**src/rtl/ec_pkg.sv**
```systemverilog
package ec_pkg;
  localparam int ADDR_W     = 12;
  localparam int WORD_W     = 32;
  localparam int NUM_WORDS  = 8;
  localparam int TOTAL_BITS = WORD_W * NUM_WORDS;
  localparam int IDX_W      = $clog2(TOTAL_BITS);
  localparam int CNT_W      = IDX_W + 1;
  localparam int WSEL_W     = $clog2(NUM_WORDS);
  localparam int LEN_SHIFT  = 6;  // length unit of 64 bits

  localparam logic [ADDR_W-1:0] OFS_CTL    = 12'h400;
  localparam logic [ADDR_W-1:0] OFS_PERIOD = 12'h404;
  localparam logic [ADDR_W-1:0] OFS_DATA   = 12'h410;

  // strobe from control to datapath: store entropy bit at bitIdx
  typedef struct packed {
    logic             capture;
    logic [IDX_W-1:0] bitIdx;
  } capStrobe_t;
endpackage

```
**src/rtl/ec_ctrl.sv**
```systemverilog
module ec_ctrl
  import ec_pkg::*;
#(
  parameter int PERIOD_W     = 32,
  parameter int RESET_PERIOD = 1000
) (
  input  logic                clk,
  input  logic                rstN,
  input  logic                wrCtl,
  input  logic                wrPeriod,
  input  logic [31:0]         wdata,
  output logic [15:0]         ctlQ,
  output logic [PERIOD_W-1:0] periodQ,
  output capStrobe_t          stb
);
  logic [15:0]         ctlR;
  logic [PERIOD_W-1:0] periodR;
  logic [PERIOD_W-1:0] sampCnt;
  logic [CNT_W-1:0]    bitCnt;
  logic [15:0]         wrMask;
  logic                touchStart, restart, running, tick, lastBit;
  logic [PERIOD_W-1:0] effPeriod;
  logic [CNT_W-1:0]    lenBits;

  always_comb begin
    wrMask     = wdata[31:16];
    touchStart = wrCtl & wrMask[0];
    restart    = touchStart & wdata[0];
    running    = ctlR[0] & ctlR[1] & ~touchStart;
    effPeriod  = (periodR == '0) ? PERIOD_W'(1) : periodR;
    tick       = running && (sampCnt == effPeriod - PERIOD_W'(1));
    lenBits    = (CNT_W'(ctlR[5:4]) + CNT_W'(1)) << LEN_SHIFT;
    lastBit    = tick && (bitCnt >= lenBits - CNT_W'(1));
  end

  always_ff @(posedge clk or negedge rstN) begin
    if (!rstN) begin
      ctlR    <= '0;
      periodR <= PERIOD_W'(RESET_PERIOD);
      sampCnt <= '0;
      bitCnt  <= '0;
    end else begin
      if (wrCtl) ctlR <= (ctlR & ~wrMask) | (wdata[15:0] & wrMask);
      // self-clearing start: on completion, or when the collector is off
      if (!touchStart && ctlR[0] && (!ctlR[1] || lastBit)) ctlR[0] <= 1'b0;
      if (wrPeriod) periodR <= wdata[PERIOD_W-1:0];
      if (restart) begin
        sampCnt <= '0;
        bitCnt  <= '0;
      end else if (running) begin
        if (tick) begin
          sampCnt <= '0;
          bitCnt  <= bitCnt + CNT_W'(1);
        end else begin
          sampCnt <= sampCnt + PERIOD_W'(1);
        end
      end
    end
  end

  assign ctlQ       = ctlR;
  assign periodQ    = periodR;
  assign stb.capture = tick;
  assign stb.bitIdx  = bitCnt[IDX_W-1:0];
endmodule

```
**src/rtl/ec_datapath.sv**
```systemverilog
module ec_datapath
  import ec_pkg::*;
(
  input  logic                  clk,
  input  logic                  rstN,
  input  capStrobe_t            stb,
  input  logic                  entropyBit,
  output logic [TOTAL_BITS-1:0] wordsFlat
);
  localparam int BSEL_W = $clog2(WORD_W);

  for (genvar w = 0; w < NUM_WORDS; w++) begin : g_word
    logic [WORD_W-1:0] wordR;
    logic              hit;
    assign hit = stb.capture && (stb.bitIdx[IDX_W-1:BSEL_W] == WSEL_W'(w));
    always_ff @(posedge clk or negedge rstN) begin
      if (!rstN)    wordR <= '0;
      else if (hit) wordR[stb.bitIdx[BSEL_W-1:0]] <= entropyBit;
    end
    assign wordsFlat[w*WORD_W +: WORD_W] = wordR;
  end
endmodule

```
**src/rtl/entropy_collector.sv**
```systemverilog
module entropy_collector
  import ec_pkg::*;
#(
  parameter int PERIOD_W     = 32,
  parameter int RESET_PERIOD = 1000
) (
  input  logic              clk,
  input  logic              rstN,
  input  logic              regWrEn,
  input  logic [ADDR_W-1:0] regAddr,
  input  logic [31:0]       regWdata,
  output logic [31:0]       regRdata,
  input  logic              entropyBit,
  output logic              oscEnable,
  output logic [1:0]        oscSpeed
);
  logic [15:0]           ctlView;
  logic [PERIOD_W-1:0]   periodView;
  logic [TOTAL_BITS-1:0] wordsFlat;
  capStrobe_t            capStb;
  logic                  selCtl, selPeriod, selData;
  logic [ADDR_W-1:0]     dataOfs;
  logic [WSEL_W-1:0]     dataIdx;

  always_comb begin
    selCtl    = (regAddr == OFS_CTL);
    selPeriod = (regAddr == OFS_PERIOD);
    dataOfs   = regAddr - OFS_DATA;
    selData   = (regAddr[1:0] == 2'b00) && (regAddr >= OFS_DATA) &&
                (regAddr < OFS_DATA + ADDR_W'(4 * NUM_WORDS));
    dataIdx   = dataOfs[2 +: WSEL_W];
  end

  ec_ctrl #(.PERIOD_W(PERIOD_W), .RESET_PERIOD(RESET_PERIOD)) u_ctrl (
    .clk(clk), .rstN(rstN),
    .wrCtl(regWrEn & selCtl), .wrPeriod(regWrEn & selPeriod),
    .wdata(regWdata), .ctlQ(ctlView), .periodQ(periodView), .stb(capStb)
  );

  ec_datapath u_dp (
    .clk(clk), .rstN(rstN), .stb(capStb),
    .entropyBit(entropyBit), .wordsFlat(wordsFlat)
  );

  always_comb begin
    regRdata = '0;
    if (selCtl)         regRdata = {16'h0, ctlView};
    else if (selPeriod) regRdata = 32'(periodView);
    else if (selData)   regRdata = wordsFlat[dataIdx*WORD_W +: WORD_W];
  end

  assign oscEnable = ctlView[1];
  assign oscSpeed  = ctlView[3:2];
endmodule

```
**config.mk**
```make
export PLATFORM = sky130hd
export DESIGN_NAME = entropy_collector
export DESIGN_NICKNAME = d
export VERILOG_FILES = /design/src/rtl/ec_pkg.sv /design/src/rtl/ec_ctrl.sv /design/src/rtl/ec_datapath.sv /design/src/rtl/entropy_collector.sv
export SDC_FILE = /design/constraint.sdc
export NUM_CORES = 1
export LEC_CHECK = 0
export ABC_AREA = 1
export BUFFER_PORTS_ARGS = -buffer_cell sky130_fd_sc_hd__buf_4
export CORE_MARGIN = 1
export CORE_UTILIZATION = 46
export CTS_CLUSTER_DIAMETER = 30
export DETAILED_ROUTE_END_ITERATION = 16
export GPL_TIMING_DRIVEN = 0
export MAX_ROUTING_LAYER = met4
export PLACE_DENSITY_LB_ADDON = 0.3
export SKIP_CTS_REPAIR_TIMING = 1
export SYNTH_ARGS = -nofsm -noshare
export SYNTH_HDL_FRONTEND = slang
export SYNTH_SLANG_ARGS = --single-unit
```
**constraint.sdc**
```tcl
create_clock -name clk -period 4.8 [get_ports clk]
set_input_delay 0.48 -clock clk [delete_from_list [all_inputs] [get_ports clk]]
set_output_delay 0.48 -clock clk [all_outputs]
set_load 0.01 [all_outputs]
```
==> results.md, run 1 <==
- Vias post-DR: 22960
- Part of the total power dissipated in the clock network: roughly two thirds
- Via-to-Cell Ratio: 6.283
- Most frequently used flop master after synthesis: dfrtp_1
- Worst-case headroom to the max-slew limit: 27.03%
- Power density of the placed cells: 387.1 nW/um^2
- Net count of the mapped netlist: ~2900
- Layout Cell Area excl Fill: 25610 um^2
- Number of nets with antenna violations after routing: 0
- Post-layout nets: between 3000 and 4000
- Overall global routing resource usage: 41.98%
- Final period util: a little over nine tenths
- Buffers added on ports: 80
- Netlist area before placement: 20860 um^2
- Post-route DRC: 0
- DP HPWL: ~65000 um
- Global-route congestion overflow total: 0
- Total count of hold-check failures in the final report: 0
- Internal power consumption: 7.696 mW
- Mean post-synth cell area: 7.428 um^2
- Area Overhead vs Synth: 22.81%
- Fraction of registers with async set/reset: 100.0%
- Sequential-to-total area share from yosys stat: 41.43%
- Routability congestion estimate from global placement: about 1.0
- Critical path peak fanout: 10
- Run status: finished, final reports clean
- Kind of launch point of the worst setup path: flop
- Clock slew at reported path FFs: approximately 0.04 ns
- Worst voltage drop across the vdd grid: 0.2717 mV
- Sw Share: between 20 and 25%
- Number of storage elements in the synthesis netlist: 345
- Setup crit end kind: flop
- Cell area reported after detailed placement: 22300 um^2
- Drt first pass iters: 8
- Worst skew pair latency: 0.64 ns
- Leakage power: 12.38 nW
- Post-route non-filler standard cell count: about 3700
- Achievable Freq: roughly 210 MHz
- Synthesized instance count: between 2000 and 3000
- Die W: 214.9 um
- Register share of total power: 29.5%
- Delay of the slowest cell on the worst path: between 0.5 and 0.6 ns
- Maximum number of pins on one net before global-route repair: approximately 110
- TritonCTS Buffers: 92
- Number of antenna violations at the first check in global routing: 0
- Worst hold slack after final layout: 0.1237 ns
- Final worst clock skew: 0.03423 ns
- Global-route wire length before repair: 140500 um
- Cell Chain, Critical Path: nor2_1, nand2_1, nor2_1, nand2_1, nor2_2, nor2_4, ha_1, nand2_2, nor2_4, nand2_2, nor3_2, nand2_1, xor2_2, nand3_1, nor2_1, nand2_1, nor2_1, nand3_2, nor2_4, buf_2, nand3_1, nand2_1
- Net Sw Power: 2.220 mW
- # clock sinks: about 350
- Setup repair after global routing missed its margin: false
- Number of flops mapped to enable cells by yosys: 0
- Clock Path Buffers: 3
- Cell row count: 77
- Root Buffer: clkbuf_16
- Placeable core area: ~45000 um^2
- Critical path data required time: 5.35 ns
- Die span in y: about 210 um
- Starting density of the core: 46.86%
- Cell repeated most along the worst path: nand2_1
- Number of warnings reported in the yosys synthesis log: 0
- Vias in the first global route: roughly 23000
- Worst slew pin tran: between 1 and 1.5 ns
- Combinational cell fraction of total power: 3.9%
- Wire length per cell: 25.78 um
- Path class of the lowest-slack min-delay path: in -> reg
- Diode count: 0
- Slowest cell on the critical path: dfrtp_1
- Area of the die: 46200 um^2
- Crit path arrival time: 5.26 ns
- Clock tree from TritonCTS: yes
- Sum of routed wire length over all layers: 94210 um
- Total placed cells including tap cells: 3483
- Setup-violating endpoint count in the final report: 0
- Count of maximum capacitance violations: 0
- I/O pin total: 83
- Clock period minus final worst setup slack: 4.705 ns
- Fill cell total of the finished layout: ~4200
- Share of final-layout standard cells stronger than drive strength 1: roughly an eighth
- Number of distinct library cells after synthesis: 47
- Number of DRC violations after detailed-routing iteration 0: ~3100
- Kind of critical path: reg -> reg
- CTS H-Tree Depth: 3
- Max-slew violation count: 0
==> through the flow <==
step / utilization, % / TNS [ns] / power (mW) / setup WS (ns)
after global placement: 49.87 / -65.20 / 3.328 / -0.5192
after floorplan: - / 0 / 3.116 / 1.671
after global routing: 57.55 / 0 / 10.10 / 0.008464
final: 57.55 / 0 / 9.916 / 0.09472
after detailed placement: 50.09 / -3.147 / 3.340 / -0.1381
after CTS: 57.49 / -4.069 / 9.894 / -0.1709
==> synth_stat cells (2+ instances only) <==
master / number / area, um^2
or2_2: 5 / 31.28
nand2_2: 5 / 31.28
buf_4: 4 / 30.03
inv_1: 124 / 465.5
mux2_2: 8 / 90.09
buf_1: 23 / 86.33
dfrtp_1: 339 / 8483
buf_2: 11 / 55.05
nand2_1: 857 / 3217
nand3_1: 436 / 2182
nor2_4: 7 / 78.83
xnor2_1: 23 / 201.4
o21ai_0: 26 / 130.1
inv_2: 7 / 26.28
a22oi_1: 15 / 112.6
a32o_1: 7 / 70.07
nor2_2: 10 / 62.56
nor3_1: 17 / 85.08
clkinv_1: 4 / 15.01
nand3b_1: 2 / 15.01
a21oi_1: 50 / 250.2
nand4_1: 278 / 1739
ha_1: 8 / 100.1
nor4_1: 15 / 93.84
nand3_2: 3 / 30.03
o221ai_1: 64 / 560.5
o21ai_1: 2 / 10.01
dfstp_2: 6 / 157.7
xor2_1: 45 / 394.1
buf_6: 43 / 484.2
nor2_8: 7 / 140.1
clkbuf_1: 153 / 574.3
nor2_1: 190 / 713.2
==> power by group through the flow <==
stage,combinational [mW],clock [mW],sequential (mW)
after floorplan,0.148,0,2.97
after global placement,0.359,0,2.97
after detailed placement,0.371,0,2.97
after CTS,0.373,6.59,2.93
after global routing,0.407,6.77,2.93
final,0.389,6.60,2.93
==> routing by layer <==
| layer | GRT usage, % | vias up | routed length [um] |
|---|---|---|---|
| met5 | - | - | 0 |
| met4 | 25.00 | 0 | 6004 |
| met3 | 12.64 | 419 | 11870 |
| met2 | 62.03 | 1682 | 41640 |
| met1 | 50.43 | 10890 | 34700 |
| li1 | - | 9969 | - |
==> cells by family (layout without fill, tap and decap cells) <==
logic type	count (synthesis)	after routing	synth area share (%)
XOR/XNOR	68	68	2.855
flip-flops	345	345	41.43
buffers and inverters	370	624	8.398
AND/OR/NAND/NOR	1840	1840	40.79
adder cells (fa/ha/maj)	8	8	0.4799
multiplexers	8	8	0.4319
AO/OA/AOI/OAI	169	169	5.621
==> registers in the layout, summed over array words and instances (netlist names), named ones only <==
| register | cells |
|---|---|
| u_dp.g_word.wordR | 256 |
| u_ctrl.periodQ | 32 |
| u_ctrl.sampCnt | 32 |
| u_ctrl.bitCnt | 9 |
| u_ctrl.ctlQ | 1 |
==> path summary, 6_finish.rpt <==
check | from | end | slack, ns | cells past startpoint
max in group asynchronous | rstN | u_ctrl.periodQ[7]$_DFFE_PN1P_ | 2.61 | 5
min in group asynchronous | rstN | u_ctrl.sampCnt[17]$_DFFE_PN0P_ | 0.40 | 2
worst max register to register | u_ctrl.periodQ[20]$_DFFE_PN0P_ | u_dp.g_word[6].wordR[13]$_DFFE_PN0P_ | 0.09 | 22
worst min-delay path | regWdata[6] | u_ctrl.periodQ[6]$_DFFE_PN1P_ | 0.12 | 3
worst max-delay path | u_ctrl.periodQ[20]$_DFFE_PN0P_ | u_dp.g_word[6].wordR[13]$_DFFE_PN0P_ | 0.09 | 22
worst min register to register | u_dp.g_word[6].wordR[28]$_DFFE_PN0P_ | u_dp.g_word[6].wordR[28]$_DFFE_PN0P_ | 0.47 | 2
==> cell type report <==
cell class,instances,area (um^2),area share [%]
multi-input cells,2093,10480,40.93
flip-flops and latches,345,8646,33.75
clock buffers,130,2638,10.30
plain buffers,235,1245,4.860
well taps,592,740.7,2.892
repair buffers,84,700.7,2.735
clock inverters,40,654.4,2.555
inverters,135,506.7,1.978
==> layout by cell type, fill, tap and decap left out, types with 4 or more instances in the layout <==
cell type	count
xor2_1	44
nand3_1	436
o21ai_0	26
nor4_1	15
dfstp_2	6
nand4_1	278
clkinv_1	4
or2_2	5
buf_1	23
dfrtp_2	4
nor2_4	8
bufinv_16	17
ha_1	8
nor2_8	7
buf_4	83
clkbuf_8	15
nor2_2	9
nand2_2	5
clkbuf_16	94
a22oi_1	15
a32o_1	7
buf_2	11
inv_2	7
dfrtp_1	335
o221ai_1	64
xnor2_1	23
buf_6	43
mux2_2	8
clkbuf_1	174
inv_1	124
nor2_1	190
nand2_1	857
inv_6	4
clkinv_2	17
nor3_1	17
a21oi_1	50
==> critical path: cells and delay by family (launching register included) <==
kind / cells / cell delay, ns
xor gates and xnor gates: 1 / 0.31
adders and majority gates: 1 / 0.27
buffers and inverters: 1 / 0.38
DFF: 1 / 0.59
and+or+nand+nor: 19 / 3.09
Note: power is estimated with default switching activity, not from simulation.
==> inputs of run 2 (changes only) <==
--- a/config.mk
+++ b/config.mk
@@ -13,7 +13,6 @@
 export DETAILED_ROUTE_END_ITERATION = 16
 export GPL_TIMING_DRIVEN = 0
 export MAX_ROUTING_LAYER = met4
-export PLACE_DENSITY_LB_ADDON = 0.3
 export SKIP_CTS_REPAIR_TIMING = 1
 export SYNTH_ARGS = -nofsm -noshare
 export SYNTH_HDL_FRONTEND = slang
==> results.md, run 2 (synthesized netlist as in run 1, its figures left out) <==
- Area Overhead vs Synth: 23.61%
- Path class of the lowest-slack min-delay path: in -> reg
- Global-route congestion overflow total: 0 (unchanged)
- Run status: finished, final reports clean
- Post-route DRC: 0 (unchanged)
- Vias in the first global route: 22070 (-2.3%)
- Leakage power: 12.46 nW (+0.64%)
- Part of the total power dissipated in the clock network: 67.3% (+0.8 points)
- Busiest metal layer after global routing: met2
- Met2 Usage GRT: 61.31% (-0.72 points)
- FF-to-FF path depth: 22 (unchanged)
- Worst hold slack after final layout: 0.09299 ns (-0.03071 ns)
- Power density of the placed cells: 393.3 nW/um^2 (+1.6%)
- Via-to-Cell Ratio: 6.254 (-0.47%)
- Number of antenna violations at the first check in global routing: 2 (+2)
- Die W: 214.9 um (unchanged)
- Final period util: 94.81% (-3.2 points)
- Net Sw Power: 2.293 mW (+3.3%)
- Cell Chain, Critical Path: nor2_1, nand2_1, nor2_1, nand2_1, nor2_2, nor2_4, ha_1, nand2_2, nor2_4, nand2_2, nor3_2, nand2_1, xor2_1, nand3_1, nor2_1, nand2_1, nor2_1, nand3_2, nor2_2, buf_2, nand3_1, nand2_1
- Placeable core area: 44510 um^2 (unchanged)
- Combinational cell fraction of total power: 3.8% (about the same)
- Total count of hold-check failures in the final report: 0 (unchanged)
- Reg2Reg Setup Slack: 0.25 ns (+0.15 ns)
- Slowest cell on the critical path: dfrtp_2
- Layout Cell Area excl Fill: 25780 um^2 (+0.65%)
- Number of instances on the worst hold path: 3 (unchanged)
- Global routing usage on met3: 12.05% (-0.59 points)
- DP HPWL: 65360 um (about the same)
- Sum of routed wire length over all layers: 93940 um (-0.29%)
- I/O pin total: 83 (unchanged)
- Overall global routing resource usage: 41.77% (-0.21 points)
- Tot Pwr: 10.14 mW (+2.3%)
- Routability congestion estimate from global placement: 0.9873 (-1.1%)
- CTS H-Tree Depth: 3 (unchanged)
- Crit path arrival time: 5.12 ns (-0.14 ns)
- Commonest non-fill, non-tap cells in the layout: nand2_1 (857), nand3_1 (436), dfrtp_1 (333), nand4_1 (278), nor2_1 (190)
- Post-layout nets: 3047 (+0.16%)
- Register with the most flip-flops: u_dp.g_word.wordR
- Register share of total power: 28.9% (-0.6 points)
- Setup-violating endpoint count in the final report: 0 (unchanged)
- Cell area reported after detailed placement: 22300 um^2 (about the same)
- Root Buffer: clkbuf_16
- Die span in y: 214.9 um (unchanged)
- Worst skew pair latency: 0.65 ns (about the same)
- Internal power consumption: 7.847 mW (+2.0%)
- Critical path data required time: 5.37 ns (+0.02 ns)
- Maximum number of pins on one net before global-route repair: 106 (unchanged)
- Clock Path Buffers: 3 (unchanged)
- Clock slew at reported path FFs: 0.05 ns (about the same)
- Total placed cells including tap cells: 3484 (+0.029%)
- Drt first pass iters: 6 (-2)
- Worst-case headroom to the max-slew limit: 20.87% (-6.2 points)
- Number of nets with antenna violations after routing: 0 (unchanged)
- Share of final-layout standard cells stronger than drive strength 1: 12.28% (+0.52 points)
- Kind of launch point of the worst setup path: flop
- Achievable Freq: 219.7 MHz (+3.4%)
- Count of maximum capacitance violations: 0 (unchanged)
- Kind of critical path: reg -> reg
- Global-route track usage on met1: 50.92% (+0.49 points)
- Sw Share: 22.61% (+0.23 points)
- Setup repair after global routing missed its margin: false
- Largest register FFs: 256 (unchanged)
- Buffers added on ports: 80 (unchanged)
- Delay of the slowest cell on the worst path: 0.56 ns (-0.03 ns)
- Number of DRC violations after detailed-routing iteration 0: 2887 (-7.5%)
- Global-route wire length before repair: 139400 um (-0.76%)
- # clock sinks: 345 (unchanged)
- Leading cell type in the layout, fill and taps excluded: nand2_1
- Cell row count: 77 (unchanged)
- TritonCTS Buffers: 96 (+4.3%)
- Clock tree from TritonCTS: yes
- Starting density of the core: 46.86% (unchanged)
- Setup crit end kind: flop
- Final worst clock skew: 0.04622 ns (+0.01199 ns)
- Cell repeated most along the worst path: nand2_1
- Worst slew pin tran: 1.187 ns (+0.09454 ns)
- Vias post-DR: 22910 (-0.20%)
- Wire length per cell: 25.64 um (-0.56%)
- Post-route non-filler standard cell count: 3664 (+0.27%)
- Worst voltage drop across the vdd grid: 0.4202 mV (+55%)
- Clock period minus final worst setup slack: 4.551 ns (-0.1544 ns)
- Critical path peak fanout: 10 (unchanged)
- Max-slew violation count: 0 (unchanged)
- Area of the die: 46200 um^2 (unchanged)
-- run 2: worst max-delay path, delay by kind of cell, from the launching register on --
kind,cells,cell delay (ns)
and+or+nand+nor,19,2.99
DFF,1,0.56
buffers and inverters,1,0.42
adders and majority gates,1,0.26
xor gates and xnor gates,1,0.26
-- run 2: power groups by stage --
stage	Combinational (mW)	Sequential (mW)	Clock [mW]
after floorplan	0.148	2.97	0
after global placement	0.357	2.97	0
after detailed placement	0.370	2.97	0
after CTS	0.370	2.93	6.83
after global routing	0.403	2.93	7.00
final	0.384	2.93	6.83
-- run 2: worst paths after layout --
| check | from | endpoint |
|---|---|---|
| min in group asynchronous | rstN | u_ctrl.periodQ[27]$_DFFE_PN0P_ |
| min reg2reg | u_dp.g_word[3].wordR[18]$_DFFE_PN0P_ | u_dp.g_word[3].wordR[18]$_DFFE_PN0P_ |
| max reg2reg | u_ctrl.periodQ[19]$_DFFE_PN0P_ | u_dp.g_word[6].wordR[16]$_DFFE_PN0P_ |
| max | u_ctrl.periodQ[19]$_DFFE_PN0P_ | u_dp.g_word[6].wordR[16]$_DFFE_PN0P_ |
| max in group asynchronous | rstN | u_dp.g_word[4].wordR[13]$_DFFE_PN0P_ |
| min | regWdata[9] | u_ctrl.periodQ[9]$_DFFE_PN1P_ |
-- run 2: metrics by stage --
| step | utilization, % | worst slack, ns | TNS (ns) |
|---|---|---|---|
| floorplan | - | 1.671 | 0 |
| global placement | 49.87 | -0.4885 | -90.69 |
| detailed placement | 50.11 | 0.2389 | 0 |
| CTS | 57.87 | 0.2046 | 0 |
| global route | 57.92 | 0.04289 | 0 |
| finish | 57.92 | 0.2491 | 0 |
-- run 2: cell type report --
type | instances | area (um^2)
Tap cell | 592 | 740.7
Buffer | 235 | 1245
Clock inverter | 46 | 691.9
Multi-Input combinational cell | 2093 | 10470
Fill cell | 4157 | 18730
Sequential cell | 345 | 8648
Clock buffer | 131 | 2765
Antenna cell | 2 | 5.005
Inverter | 135 | 506.7
Timing Repair Buffer | 85 | 708.2
-- run 2: routing by layer --
layer  routed length [um]  vias to the layer above
li1                     -                     9995
met1                36000                    11010
met2                41210                     1525
met3                10680                      380
met4                 6039                        0
met5                    0                        -
